$ cat src/rtl/arcio_pkg.sv
package arcio_pkg;

    localparam int DATA_W   = 8;
    localparam int PAD_BITS = 8;
    localparam int DIP_LO_W = 2;
    localparam int DIP_HI_W = 6;

    // Control bits in write-data order: bank = bit 2, link = bit 1, strobe = bit 0
    typedef struct packed {
        logic bank;
        logic link;
        logic strobe;
    } ctrl_t;

    localparam int CTRL_W = $bits(ctrl_t);

    typedef enum logic [1:0] {
        PORT_NONE = 2'd0,
        PORT_LO   = 2'd1,
        PORT_HI   = 2'd2
    } port_e;

    typedef struct packed {
        logic [1:0]          coin;
        logic                service;
        logic [DIP_LO_W-1:0] dip;
    } lo_misc_t;

    function automatic logic [DATA_W-1:0] pack_lo(input logic ser, input lo_misc_t m);
        return {1'b0, m.coin[1], m.coin[0], m.dip[1], m.dip[0], m.service, 1'b0, ser};
    endfunction

    function automatic logic [DATA_W-1:0] pack_hi(input logic ser,
                                                  input logic [DIP_HI_W-1:0] dip);
        return {dip, 1'b0, ser};
    endfunction

endpackage

$ cat src/rtl/arcio_decode.sv
module arcio_decode #(
    parameter int                ADDR_W    = 16,
    parameter logic [ADDR_W-1:0] BASE_ADDR = 16'h4016
) (
    input  logic                  bus_wr,
    input  logic                  bus_rd,
    input  logic [ADDR_W-1:0]     bus_addr,
    output logic                  wr_hit,
    output arcio_pkg::port_e      rd_sel
);
    import arcio_pkg::*;

    localparam logic [ADDR_W-1:0] HI_ADDR = BASE_ADDR + ADDR_W'(1);

    always_comb begin
        wr_hit = bus_wr && (bus_addr == BASE_ADDR);
        rd_sel = PORT_NONE;
        if (bus_rd) begin
            if (bus_addr == BASE_ADDR)    rd_sel = PORT_LO;
            else if (bus_addr == HI_ADDR) rd_sel = PORT_HI;
        end
    end
endmodule

$ cat src/rtl/arcio_ctrl_reg.sv
module arcio_ctrl_reg (
    input  logic                              clk,
    input  logic                              rst,
    input  logic                              wr_hit,
    input  logic [arcio_pkg::CTRL_W-1:0]      wr_bits,
    output arcio_pkg::ctrl_t                  ctrl_q
);
    import arcio_pkg::*;

    always_ff @(posedge clk) begin
        if (rst)         ctrl_q <= '0;
        else if (wr_hit) ctrl_q <= ctrl_t'(wr_bits);
    end

    AST_CTRL_LOAD: assert property (@(posedge clk) disable iff (rst)
        wr_hit |=> (ctrl_q == ctrl_t'($past(wr_bits))));
    AST_CTRL_HOLD: assert property (@(posedge clk) disable iff (rst)
        !wr_hit |=> $stable(ctrl_q));
endmodule

$ cat src/rtl/arcio_pad_shift.sv
module arcio_pad_shift #(
    parameter int BITS = 8
) (
    input  logic            clk,
    input  logic            rst,
    input  logic            load,
    input  logic            adv,
    input  logic [BITS-1:0] btn,
    output logic            ser
);
    logic [BITS-1:0] shift_q;

    always_ff @(posedge clk) begin
        if (rst)       shift_q <= '1;
        else if (load) shift_q <= btn;
        else if (adv)  shift_q <= {1'b1, shift_q[BITS-1:1]};
    end

    // Live first button while strobing, otherwise the head of the snapshot
    assign ser = load ? btn[0] : shift_q[0];

    AST_SHIFT_LOAD: assert property (@(posedge clk) disable iff (rst)
        load |=> (shift_q == $past(btn)));
    AST_SHIFT_FILL: assert property (@(posedge clk) disable iff (rst)
        (!load && adv) |=> shift_q[BITS-1]);
    AST_SHIFT_IDLE: assert property (@(posedge clk) disable iff (rst)
        (!load && !adv) |=> $stable(shift_q));
endmodule

$ cat src/rtl/arcio_rd_pack.sv
module arcio_rd_pack (
    input  logic                                clk,
    input  logic                                rst,
    input  arcio_pkg::port_e                    rd_sel,
    input  logic [1:0]                          ser,
    input  arcio_pkg::lo_misc_t                 misc,
    input  logic [arcio_pkg::DIP_HI_W-1:0]      dip_hi,
    output logic [arcio_pkg::DATA_W-1:0]        rdata_q
);
    import arcio_pkg::*;

    // ser[0] belongs to the low port (player 2), ser[1] to the high port (player 1)
    always_ff @(posedge clk) begin
        if (rst) rdata_q <= '0;
        else begin
            unique case (rd_sel)
                PORT_LO: rdata_q <= pack_lo(ser[0], misc);
                PORT_HI: rdata_q <= pack_hi(ser[1], dip_hi);
                default: rdata_q <= rdata_q;
            endcase
        end
    end

    AST_RD_HOLD: assert property (@(posedge clk) disable iff (rst)
        (rd_sel == PORT_NONE) |=> $stable(rdata_q));
    AST_RD_SPARE: assert property (@(posedge clk) disable iff (rst)
        (rd_sel != PORT_NONE) |=> (rdata_q[1] == 1'b0));
    AST_COIN_SEP: assert property (@(posedge clk) disable iff (rst)
        (rd_sel == PORT_LO) |=> (rdata_q[6:5] == $past(misc.coin)));
endmodule

$ cat src/rtl/arcio_port.sv
module arcio_port #(
    parameter int                ADDR_W     = 16,
    parameter logic [ADDR_W-1:0] BASE_ADDR  = 16'h4016,
    parameter bit                IS_PRIMARY = 1'b1,
    parameter bit                LARGE_PRG  = 1'b1
) (
    input  logic              clk,
    input  logic              rst,
    input  logic [ADDR_W-1:0] bus_addr,
    input  logic              bus_wr,
    input  logic              bus_rd,
    input  logic [7:0]        bus_wdata,
    output logic [7:0]        bus_rdata,
    input  logic [7:0]        p1_btn,
    input  logic [7:0]        p2_btn,
    input  logic [1:0]        coin_sw,
    input  logic              service_sw,
    input  logic [1:0]        dip_lo,
    input  logic [5:0]        dip_hi,
    output logic              pad_strobe,
    output logic              peer_irq,
    output logic              shram_primary,
    output logic              gfx_bank,
    output logic              prg_bank
);
    import arcio_pkg::*;

    localparam int NUM_PADS = 2;

    logic     wr_hit;
    port_e    rd_sel;
    ctrl_t    ctrl_q;
    lo_misc_t misc;
    logic [NUM_PADS-1:0]               ser;
    logic [NUM_PADS-1:0]               adv;
    logic [NUM_PADS-1:0][PAD_BITS-1:0] btn_bus;

    arcio_decode #(.ADDR_W(ADDR_W), .BASE_ADDR(BASE_ADDR)) u_decode (
        .bus_wr   (bus_wr),
        .bus_rd   (bus_rd),
        .bus_addr (bus_addr),
        .wr_hit   (wr_hit),
        .rd_sel   (rd_sel)
    );

    arcio_ctrl_reg u_ctrl (
        .clk     (clk),
        .rst     (rst),
        .wr_hit  (wr_hit),
        .wr_bits (bus_wdata[CTRL_W-1:0]),
        .ctrl_q  (ctrl_q)
    );

    // Index 0: low port, player 2.  Index 1: high port, player 1.
    assign btn_bus[0] = p2_btn;
    assign btn_bus[1] = p1_btn;
    assign adv[0]     = (rd_sel == PORT_LO);
    assign adv[1]     = (rd_sel == PORT_HI);

    for (genvar g = 0; g < NUM_PADS; g++) begin : g_pad
        arcio_pad_shift #(.BITS(PAD_BITS)) u_shift (
            .clk  (clk),
            .rst  (rst),
            .load (ctrl_q.strobe),
            .adv  (adv[g]),
            .btn  (btn_bus[g]),
            .ser  (ser[g])
        );
    end

    assign misc.coin    = coin_sw;
    assign misc.service = service_sw;
    assign misc.dip     = dip_lo;

    arcio_rd_pack u_pack (
        .clk     (clk),
        .rst     (rst),
        .rd_sel  (rd_sel),
        .ser     (ser),
        .misc    (misc),
        .dip_hi  (dip_hi),
        .rdata_q (bus_rdata)
    );

    assign pad_strobe = ctrl_q.strobe;
    assign peer_irq   = ctrl_q.link;
    assign gfx_bank   = ctrl_q.bank;

    if (IS_PRIMARY) begin : g_primary
        assign shram_primary = ctrl_q.link;
    end else begin : g_secondary
        assign shram_primary = 1'b0;
    end

    if (LARGE_PRG) begin : g_big_prg
        assign prg_bank = ctrl_q.bank;
    end else begin : g_small_prg
        assign prg_bank = 1'b0;
    end

    AST_WR_BIT1: assert property (@(posedge clk) disable iff (rst)
        wr_hit |=> (peer_irq == $past(bus_wdata[1])));
    AST_GRANT: assert property (@(posedge clk) disable iff (rst)
        IS_PRIMARY |-> (shram_primary == peer_irq));
    AST_BANK: assert property (@(posedge clk) disable iff (rst)
        wr_hit |=> (gfx_bank == $past(bus_wdata[2])));
    AST_PRG: assert property (@(posedge clk) disable iff (rst)
        LARGE_PRG |-> (prg_bank == gfx_bank));
    AST_RD_ONEHOT: assert property (@(posedge clk) disable iff (rst)
        $onehot0(adv));
endmodule

$ cat config.mk
export PLATFORM = sky130hd
export DESIGN_NAME = arcio_port
export DESIGN_NICKNAME = d
export VERILOG_FILES = /design/src/rtl/arcio_pkg.sv /design/src/rtl/arcio_decode.sv /design/src/rtl/arcio_ctrl_reg.sv /design/src/rtl/arcio_pad_shift.sv /design/src/rtl/arcio_rd_pack.sv /design/src/rtl/arcio_port.sv
export SDC_FILE = /design/constraint.sdc
export NUM_CORES = 1
export LEC_CHECK = 0
export CAP_MARGIN = 10
export CORE_UTILIZATION = 41
export CTS_BUF_LIST = sky130_fd_sc_hd__clkbuf_8
export DETAILED_ROUTE_END_ITERATION = 6
export GPL_ROUTABILITY_DRIVEN = 0
export GPL_TIMING_DRIVEN = 0
export HOLD_SLACK_MARGIN = 0.15
export PLACE_DENSITY_LB_ADDON = 0.08
export SLEW_MARGIN = 10
export SYNTH_ARGS = -nofsm -noshare
export SYNTH_HDL_FRONTEND = slang
export SYNTH_HIERARCHICAL = 1
export SYNTH_SLANG_ARGS = --single-unit
$ cat constraint.sdc
create_clock -name clk -period 2.8 [get_ports clk]
set_clock_uncertainty 0.1 [all_clocks]
set_input_delay 0.7 -clock clk [delete_from_list [all_inputs] [get_ports clk]]
set_output_delay 0.7 -clock clk [all_outputs]
set_load 0.05 [all_outputs]
==> results.md, run 1 <==
- Status: finished, final reports clean
- ANT nets after route: 0
- Post CTS Setup Buffer Count: 0
- Detailed Place HPWL: 2260 µm
- Slew @ Worst Pin: 0.586 ns
- Die height: 58.7 µm
- # hold bufs at CTS: 0
- Worst Path Arrival: 2.69 ns
- Die area: 3450 µm²
- Tcrit/Tclk final: 0.934
- Worst-Skew Late Latency: 0.26 ns
- Share of layout cells above drive strength 1: 0.123
- Initial antenna violation count: 0
- Pre-CTS WS: -0.233 ns
- Critical path buffers and inverters: 3
- Total Power: 0.766 mW
- RSZ-0062 raised after global routing: no
- Port Buffers: 61
- CP peak stage delay: 0.41 ns
- Worst setup SP type: primary input
- Syn Inst Count: 130
- Crit Path Class: primary input to register
- F_max: 0.382 GHz
- First-iteration detailed-routing DRC count: 25
- Global-route wire length before repair: 5090 µm
- DRT Pass-1 Iters: 3
- CTS HTree Levels: 1
- Most frequent CP cell: inv_1
- Worst slew margin: 0.609
- Static Leakage: 0.703 nW
- Synth Register Bits: 26
- Total CTS buffers: 3
- Clock buffer depth: 2
- Avg Inst Size Synth: 10.2 µm²
- Routed wire length: 2880 µm
- Worst Path Required: 2.88 ns
- Post-synthesis sequential area ratio: 0.394
- Die width: 58.7 µm
- Synthesized area: 1320 µm²
- Yosys Warn Count: 6
- Initial Utilization: 0.432
- CP max-delay cell: clkdlybuf4s50_1
- Wirelength per Cell: 12.0 µm
- PD cells: 371 nW/µm²
- GRT Total Usage: 0.192
- Asr flop ratio synth: 0
- Gr ovfl total: 0
- Vias per inst: 4.79
- CTS root buffer: clkbuf_8
- Final min period: 2.61 ns
- DR DRC count: 0
- Max cap viols: 0
- Routed vias: 1144
- Final count of hold timing violations: 0
- Endpoints failing setup: 0
- Num ports: 68
- Nets: 252
- Clock slew at reported path FFs: 0.09 ns
- Inserted Diodes: 0
- Core ar.: 3050 µm²
- Layout Area Growth over Synthesis: 56.4%
- Hold/Removal Path Class: register to register
- Post-synth EDFFs: 0
- CTS tree: yes
- CP Max Fanout: 9
- Vias in the first global route: 1180
- Critical path's top delay family: simple AND/OR/NAND/NOR gates
- Sink Count: 26
- Max VDD drop: 0.325 mV
- Crit. End Element: register
- Crit-path cells: clkdlybuf4s50_1, nor4b_2, nand4_1, nor3b_2, inv_1, ha_2, inv_1, a211oi_1
- Distinct cells, synth: 24
- Syn nets: 186
- Slew Viols, Final: 0
- Final WS setup: 0.185 ns
- Largest net degree at the start of global routing: 16
- Synth Flop Type: dfxtp_1
- Row count: 20
==> routing by layer <==
metal | vias to the layer above | track usage | part of all wire
met3 | 7 | 0.0418 | 0.056
met5 | - | 0 | 0
met4 | 0 | 0.0782 | 0.019
met2 | 35 | 0.339 | 0.49
li1 | 593 | - | -
met1 | 509 | 0.224 | 0.43
==> placed cells by master (no fill, tap or decap), drive strengths merged <==
cell           synthesis  layout
clkdlybuf4s50          0      61
dfxtp                 26      26
mux2i                 23      23
nor3b                 17      17
a21oi                 15      15
buf                   10      10
nor2b                  9       9
a211oi                 6       6
nor2                   6       6
clkbuf                 0       3
mux2                   2       2
nor3                   2       2
o21bai                 2       2
nand2                  2       2
inv                    2       2
and2b                  1       1
bufinv                 0       1
and4bb                 1       1
nor4b                  1       1
nor4                   1       1
nand4                  1       1
nand3b                 1       1
ha                     1       1
conb                   1       1
==> per-stage QoR <==
| stage | instance area [µm²] | utilization | cells | TNS (ns) | hold slack (ns) |
|---|---|---|---|---|---|
| floorplan | 1320 | - | 130 | 0 | 0.377 |
| global placement | 1990 | 0.650 | 235 | -0.997 | 0.351 |
| detailed placement | 1990 | 0.650 | 235 | -1.56 | 0.367 |
| CTS | 2060 | 0.674 | 239 | 0 | 0.381 |
| global route | 2060 | 0.676 | 239 | 0 | 0.392 |
| finish | 2060 | 0.676 | 239 | 0 | 0.373 |
==> layout make-up <==
type / count / area [µm²]
clock inverters: 1 / 30.0
repair buffers: 61 / 611
inverters: 2 / 7.51
well taps: 44 / 55.1
plain buffers: 10 / 88.8
clock buffers: 3 / 41.3
fillers: 261 / 988
multi-input cells: 92 / 711
flip-flops and latches: 26 / 520
==> logic make-up (layout without fill, tap and decap cells) <==
logic type                 after synthesis  after routing  share of synthesized area
buffers and inverters                   12             77                     0.0730
and+or+nand+nor                         42             42                      0.221
adders and majority gates                1              1                    0.00948
DFF                                     26             26                      0.394
muxes                                   25             25                      0.197
other                                    1              1                    0.00284
AOI/OAI and AO/OA                       23             23                      0.102
==> synth_stat cells (all sizes together) (2+ instances only) <==
master  number  area, µm²
nand2        2       7.51
nor2b        9       56.3
mux2         2       30.0
a21oi       15       75.1
inv          2       7.51
mux2i       23        230
dfxtp       26        521
nor3b       17        128
buf         10       88.8
o21bai       2       15.0
nor3         2       10.0
nor2         6       27.5
a211oi       6       45.0
==> registers in the layout, indices dropped and copies added (netlist names) <==
register               cells
g_pad.u_shift/shift_q     16
u_ctrl/ctrl_q              3
u_pack/rdata_q             7
==> worst paths after layout <==
check / start / endpoint / slack (ns) / cells after the start
worst max register to register: u_ctrl/ctrl_q[0] / u_pack/rdata_q[0] / 1.39 / 4
worst min register to register: u_pack/rdata_q[7] / u_pack/rdata_q[7] / 0.37 / 2
worst min-delay path: u_pack/rdata_q[7] / u_pack/rdata_q[7] / 0.37 / 2
worst max-delay path: bus_addr[7] / u_pack/rdata_q[5] / 0.19 / 8
==> power by group <==
group | leakage [nW] | switching, mW | total (mW) | internal (mW)
combinational | 0.457 | 0.0253 | 0.0916 | 0.0664
clock | 0.0357 | 0.113 | 0.305 | 0.191
sequential | 0.210 | 0.00000219 | 0.369 | 0.369
total | 0.703 | 0.139 | 0.766 | 0.627
==> worst reg2reg max path, stage by stage, from the launching register on <==
cell,delay [ns]
dfxtp_1,0.50
buf_6,0.19
mux2_4,0.30
mux2i_1,0.13
a211oi_1,0.09
==> timing repair <==
action | in CTS | in global routing
setup endpoints to repair | 0 | 6
endpoints found under the hold margin | 0 | 0
resized for setup | 0 | 2
Power figures use the tool's default switching activity.
==> run 2: changes to the inputs <==
--- a/config.mk
+++ b/config.mk
@@ -8,6 +8,7 @@
 export CAP_MARGIN = 10
 export CORE_UTILIZATION = 41
 export CTS_BUF_LIST = sky130_fd_sc_hd__clkbuf_8
+export CTS_CLUSTER_DIAMETER = 40
 export DETAILED_ROUTE_END_ITERATION = 6
 export GPL_ROUTABILITY_DRIVEN = 0
 export GPL_TIMING_DRIVEN = 0
==> results of run 2 <==
Final layout, timing and power as in run 1 (identical DEF).
